`src/rtl/pwm_pkg.sv`:
```
package pwm_pkg;
  typedef enum logic {
    MODE_EDGE   = 1'b0,
    MODE_CENTRE = 1'b1
  } pwm_mode_e;
endpackage

```
`src/rtl/pwm_prescale.sv`:
```
module pwm_prescale #(
  parameter int unsigned DIV = 64
) (
  input  logic clk_i,
  input  logic rst_ni,
  input  logic run_i,
  input  logic slow_i,
  output logic tick_o
);
  localparam int unsigned PC_W = (DIV > 1) ? $clog2(DIV) : 1;
  localparam logic [PC_W-1:0] PC_LAST = PC_W'(DIV - 1);

  logic [PC_W-1:0] pc_q;

  always_ff @(posedge clk_i or negedge rst_ni) begin
    if (!rst_ni)                pc_q <= '0;
    else if (!run_i)            pc_q <= '0;
    else if (pc_q == PC_LAST)   pc_q <= '0;
    else                        pc_q <= pc_q + 1'b1;
  end

  assign tick_o = run_i & (~slow_i | (pc_q == PC_LAST));
endmodule

```
`src/rtl/pwm_regs.sv`:
```
module pwm_regs
  import pwm_pkg::*;
#(
  parameter int unsigned CNT_W = 16
) (
  input  logic             clk_i,
  input  logic             rst_ni,
  input  logic             wr_en_i,
  input  logic             wr_sel_i,
  input  logic [CNT_W-1:0] wr_data_i,
  input  logic             mode_i,
  input  logic             load_i,
  output logic [CNT_W-1:0] act_per_o,
  output logic [CNT_W-1:0] act_wid_o,
  output pwm_mode_e        act_mode_o
);
  logic [CNT_W-1:0] sh_per_q, sh_wid_q;

  always_ff @(posedge clk_i or negedge rst_ni) begin
    if (!rst_ni) begin
      sh_per_q <= '0;
      sh_wid_q <= '0;
    end else if (wr_en_i) begin
      if (wr_sel_i) sh_wid_q <= wr_data_i;
      else          sh_per_q <= wr_data_i;
    end
  end

  // active set moves only at period end or while stopped
  always_ff @(posedge clk_i or negedge rst_ni) begin
    if (!rst_ni) begin
      act_per_o  <= '0;
      act_wid_o  <= '0;
      act_mode_o <= MODE_EDGE;
    end else if (load_i) begin
      act_per_o  <= sh_per_q;
      act_wid_o  <= sh_wid_q;
      act_mode_o <= pwm_mode_e'(mode_i);
    end
  end
endmodule

```
`src/rtl/pwm_counter.sv`:
```
module pwm_counter
  import pwm_pkg::*;
#(
  parameter int unsigned CNT_W = 16
) (
  input  logic             clk_i,
  input  logic             rst_ni,
  input  logic             run_i,
  input  logic             tick_i,
  input  pwm_mode_e        mode_i,
  input  logic [CNT_W-1:0] per_i,
  output logic [CNT_W-1:0] cnt_o,
  output logic             pend_o
);
  logic [CNT_W-1:0] cnt_q;
  logic             dn_q;

  always_comb begin
    if (mode_i == MODE_EDGE) pend_o = tick_i & (cnt_q == per_i);
    else                     pend_o = tick_i & dn_q & (cnt_q == '0);
  end

  always_ff @(posedge clk_i or negedge rst_ni) begin
    if (!rst_ni) begin
      cnt_q <= '0;
      dn_q  <= 1'b0;
    end else if (!run_i) begin
      cnt_q <= '0;
      dn_q  <= 1'b0;
    end else if (tick_i) begin
      if (mode_i == MODE_EDGE) begin
        dn_q  <= 1'b0;
        cnt_q <= (cnt_q == per_i) ? '0 : cnt_q + 1'b1;
      end else if (!dn_q) begin
        // top value is held one extra step while direction flips
        if (cnt_q == per_i) dn_q  <= 1'b1;
        else                cnt_q <= cnt_q + 1'b1;
      end else begin
        if (cnt_q == '0) dn_q  <= 1'b0;
        else             cnt_q <= cnt_q - 1'b1;
      end
    end
  end

  assign cnt_o = cnt_q;
endmodule

```
`src/rtl/pwm_channel.sv`:
```
module pwm_channel
  import pwm_pkg::*;
#(
  parameter int unsigned CNT_W    = 16,
  parameter int unsigned SLOW_DIV = 64
) (
  input  logic             clk_i,
  input  logic             rst_ni,
  input  logic             en_i,
  input  logic             mode_i,
  input  logic             presc_i,
  input  logic             wr_en_i,
  input  logic             wr_sel_i,
  input  logic [CNT_W-1:0] wr_data_i,
  output logic             pwm_o,
  output logic             irq_o
);
  logic             tick;
  logic             pend;
  logic             load;
  logic [CNT_W-1:0] cnt;
  logic [CNT_W-1:0] act_per, act_wid;
  pwm_mode_e        act_mode;
  logic             irq_q;

  assign load = pend | ~en_i;

  pwm_prescale #(.DIV(SLOW_DIV)) u_presc (
    .clk_i  (clk_i),
    .rst_ni (rst_ni),
    .run_i  (en_i),
    .slow_i (presc_i),
    .tick_o (tick)
  );

  pwm_regs #(.CNT_W(CNT_W)) u_regs (
    .clk_i      (clk_i),
    .rst_ni     (rst_ni),
    .wr_en_i    (wr_en_i),
    .wr_sel_i   (wr_sel_i),
    .wr_data_i  (wr_data_i),
    .mode_i     (mode_i),
    .load_i     (load),
    .act_per_o  (act_per),
    .act_wid_o  (act_wid),
    .act_mode_o (act_mode)
  );

  pwm_counter #(.CNT_W(CNT_W)) u_cnt (
    .clk_i  (clk_i),
    .rst_ni (rst_ni),
    .run_i  (en_i),
    .tick_i (tick),
    .mode_i (act_mode),
    .per_i  (act_per),
    .cnt_o  (cnt),
    .pend_o (pend)
  );

  always_ff @(posedge clk_i or negedge rst_ni) begin
    if (!rst_ni) irq_q <= 1'b0;
    else         irq_q <= pend;
  end

  assign irq_o = irq_q;
  assign pwm_o = en_i & (cnt >= act_wid);
endmodule

```
`config.mk`:
```
export PLATFORM = sky130hd
export DESIGN_NAME = pwm_channel
export DESIGN_NICKNAME = d
export VERILOG_FILES = /design/src/rtl/pwm_pkg.sv /design/src/rtl/pwm_prescale.sv /design/src/rtl/pwm_regs.sv /design/src/rtl/pwm_counter.sv /design/src/rtl/pwm_channel.sv
export SDC_FILE = /design/constraint.sdc
export NUM_CORES = 1
export LEC_CHECK = 0
export ABC_AREA = 1
export ABC_CLOCK_PERIOD_IN_PS = 3900
export BUFFER_PORTS_ARGS = -buffer_cell sky130_fd_sc_hd__buf_2
export CAP_MARGIN = 5
export CORE_ASPECT_RATIO = 1.4
export CORE_MARGIN = 2
export CORE_UTILIZATION = 51
export CTS_CLUSTER_SIZE = 14
export DETAILED_ROUTE_END_ITERATION = 8
export PLACE_DENSITY = 0.68
export SETUP_SLACK_MARGIN = 0.05
export SLEW_MARGIN = 20
export SYNTH_ARGS = -nofsm -noshare
export SYNTH_HDL_FRONTEND = slang
export SYNTH_HIERARCHICAL = 1
export SYNTH_SLANG_ARGS = --single-unit
```
`constraint.sdc`:
```
create_clock -name clk_i -period 3.9 [get_ports clk_i]
set_input_delay 0.39 -clock clk_i [delete_from_list [all_inputs] [get_ports clk_i]]
set_output_delay 0.39 -clock clk_i [all_outputs]
set_load 0.05 [all_outputs]
```
==> flow_metrics.py <==
metrics = {
    "floorplan": {
        "core_region_area_sq_mm": 0.0109,
        "pin_count": 25,
        "dieHeight_um": 130,
        "start_util_pct": 52.7,
        "rows": 45,
        "die_w_um": 93.8,
        "die_area_sq_mm": 0.0122,
    },
    "global_routing": {
        "grt_max_degree": 68,
        "gr-total-overflow": 0,
        "grt_pass1_wl_um": 22000,
        "grt_pass1_vias": 4846,
        "antenna_found_initial": 0,
        "grtUsageTotal_pct": 22.8,
    },
    "cts": {
        "cts_max_level": 3,
        "cts_num_sinks": 89,
        "ctsLongestPathBuffers": 2,
        "cts_resized": 0,
        "cts_setup_buffers": 0,
        "cts_inserted_buffers": 9,
        "cts-root-buf": "clkbuf_16",
        "cts_tree": "yes",
        "path_clk_slew_ps": 70,
        "hold_buffers": 0,
        "clkLatencyLatePin_ps": 340,
    },
    "logic_synthesis": {
        "synth_edf_count": 0,
        "syn_inst": 800,
        "synth_fp_nets": 842,
        "syn_area_sq_mm": 0.00575,
        "synthTopCellsByCount": "nand2_1 (292), inv_1 (92), dfrtp_1 (89), nand3_1 (60), o21ai_0 (56)",
        "yosysSeqAreaShare_pct": 38.7,
        "synth_seq_cells": 89,
        "synth_top_area_cell": "dfrtp_1",
        "synth_ff_type": "dfrtp_1",
        "yosys_warnings": 6,
        "synth_area_per_cell_sq_um": 7.19,
        "async_flop_share_pct": 100,
        "synth_most_common_cell": "nand2_1",
        "synth_area_leaders": "dfrtp_1 (39%), nand2_1 (19%), inv_1 (6.0%)",
        "yosys.cell_types.count": 38,
        "synth_top_area_share_pct": 38.7,
    },
    "drt": {
        "vias_per_cell": 5.15,
        "first_pass_iters": 6,
        "drt_drc_violations_left": 0,
        "drt.antenna.violating_nets": 0,
        "wl_per_cell_um": 13.4,
        "drt_iter0_drc": 276,
        "wirelength_um": 12600,
        "num_vias": 4872,
    },
    "timing": {
        "fin_setup_tns_ps": 0,
        "post-route-period-util_pct": 72.9,
        "fmax_mhz": 352,
        "maxSlewViolCount": 0,
        "setup_viol": 0,
        "period_needed_ps": 2840,
        "fin_worst_skew_ps": 10.3,
        "slew_headroom_pct": 42.9,
        "rsz0062_at_grt": "false",
        "tightest_slew_ps": 857,
        "hold_violations": 0,
    },
    "job": {
        "timing.max_cap.violations": 0,
    },
    "layout": {
        "drive_gt1_share_pct": 12.7,
        "fillCellCount": 1083,
        "syn_to_final_growth_pct": 5.02,
        "final_nets": 843,
        "antenna_cells": 0,
        "post-route-cell-area_sq_mm": 0.00604,
    },
    "worst_setup_path": {
        "r2r-end": "u_regs/act_wid_o[0]",
        "crit_type": "flop to flop",
        "reg2reg_slack_ps": 1060,
        "critPathArrivalTime_ps": 3040,
        "path_max_fanout": 44,
        "reg2regPathDepth": 13,
        "crit_path_start_kind": "flop",
        "rr_startpoint": "u_cnt/cnt_o[0]",
        "cp-end-kind": "flop",
        "crit_required_ps": 4100,
    },
    "placement": {
        "gp_congestion": 0.904,
        "placed_cell_area_sq_mm": 0.00577,
        "portBuffers": 24,
        "hpwl_um": 9100,
    },
    "status": {
        "status": "finished, final reports clean",
    },
    "pwr": {
        "p_leak_nw": 3.17,
        "peakVddDrop_uv": 297,
        "p_per_area_mw_per_mm2": 440,
    },
    "min_path": {
        "min_path_type": "input pin to async pin",
    },
}
per-layer routing:
| layer | vias to the layer above | global-route usage (%) | wire length [um] |
|---|---|---|---|
| li1 | 2481 | - | - |
| met1 | 2260 | 28.6 | 5570 |
| met2 | 103 | 38.8 | 6300 |
| met3 | 28 | 2.91 | 381 |
| met4 | 0 | 10.9 | 397 |
| met5 | - | 0 | 0 |
stage by stage:
step,utilization [%],worst slack [ps],instances,total power [mW],hold slack (ps)
floorplan,-,1790,800,1.72,94.4
CTS,55.3,1070,946,2.68,193
detailed placement,52.9,1060,931,1.87,459
global route,55.3,790,946,2.85,230
global placement,52.9,1200,931,1.84,457
finish,55.3,1060,946,2.66,143
layout make-up:
class                   instances  area (sq um)  share of cell area (%)
clock buffers                  10           229                    3.79
clock inverters                 5          40.0                   0.663
well taps                     141           176                    2.92
multi-input cells             568          2810                    46.5
inverters                     105           407                    6.73
repair buffers                 28           153                    2.53
flip-flops and latches         89          2230                    36.9
critical path, stage by stage, from the launching register on:
cell and delay [ps]:
dfrtp_1 450, inv_2 130, ha_1 230, nand3_4 130, nor2_2 180, nand2_1 90
nor3_1 140, nand3_1 90, nand2_1 60, nand2_1 80, a21oi_1 170, or2_2 360
buf_4 390, o21ai_0 180
cells by family after synthesis:
group	Yosys count	share of synthesized area (%)
AOI/OAI and AO/OA	87	8.79
xor gates and xnor gates	14	2.13
adders and majority gates	19	4.13
buffers and inverters	143	12.4
DFF	89	38.7
and+or+nand+nor	448	33.8
worst max-delay path by stage:
stage / slack [ps] / from / endpoint / cells after the start
floorplan: 1790 / u_cnt/cnt_o[1] / u_regs/act_per_o[0] / 15
CTS: 1070 / u_cnt/cnt_o[0] / u_regs/act_wid_o[0] / 13
detailed placement: 1060 / u_cnt/cnt_o[0] / u_regs/act_wid_o[0] / 13
global route: 790 / u_cnt/cnt_o[0] / u_regs/act_wid_o[0] / 13
global placement: 1200 / u_cnt/cnt_o[1] / u_regs/act_per_o[1] / 13
finish: 1060 / u_cnt/cnt_o[0] / u_regs/act_wid_o[0] / 13
cells in the final DEF, fill, tap and decap left out, drive strengths merged:
master and n:
buf 28, nand3 65, a21oi 12, or2 1, clkinvlp 3, ha 19, o21a 1, inv 107
o21bai 2, nor3b 1, nand4 6, clkbuf 10, nor2 64, nor3 3, xor2 14, o21ai 71
o211ai 1, dfrtp 89, and2 1, nand2 307
state kept, by name (all words and copies together) (netlist names):
name / count
u_presc/pc_q: 6
u_cnt/cnt_o: 16
u_regs/act_per_o: 16
u_regs/sh_wid_q: 16
irq_o: 1
u_regs/act_mode_o: 1
u_regs/sh_per_q: 16
u_regs/act_wid_o: 16
u_cnt/dn_q: 1
report_power, final:
part	switching [mW]	internal [mW]
registers	0.141	1.04
logic	0.431	0.245
clock network	0.371	0.433
total	0.943	1.72
Power figures use the tool's default switching activity.
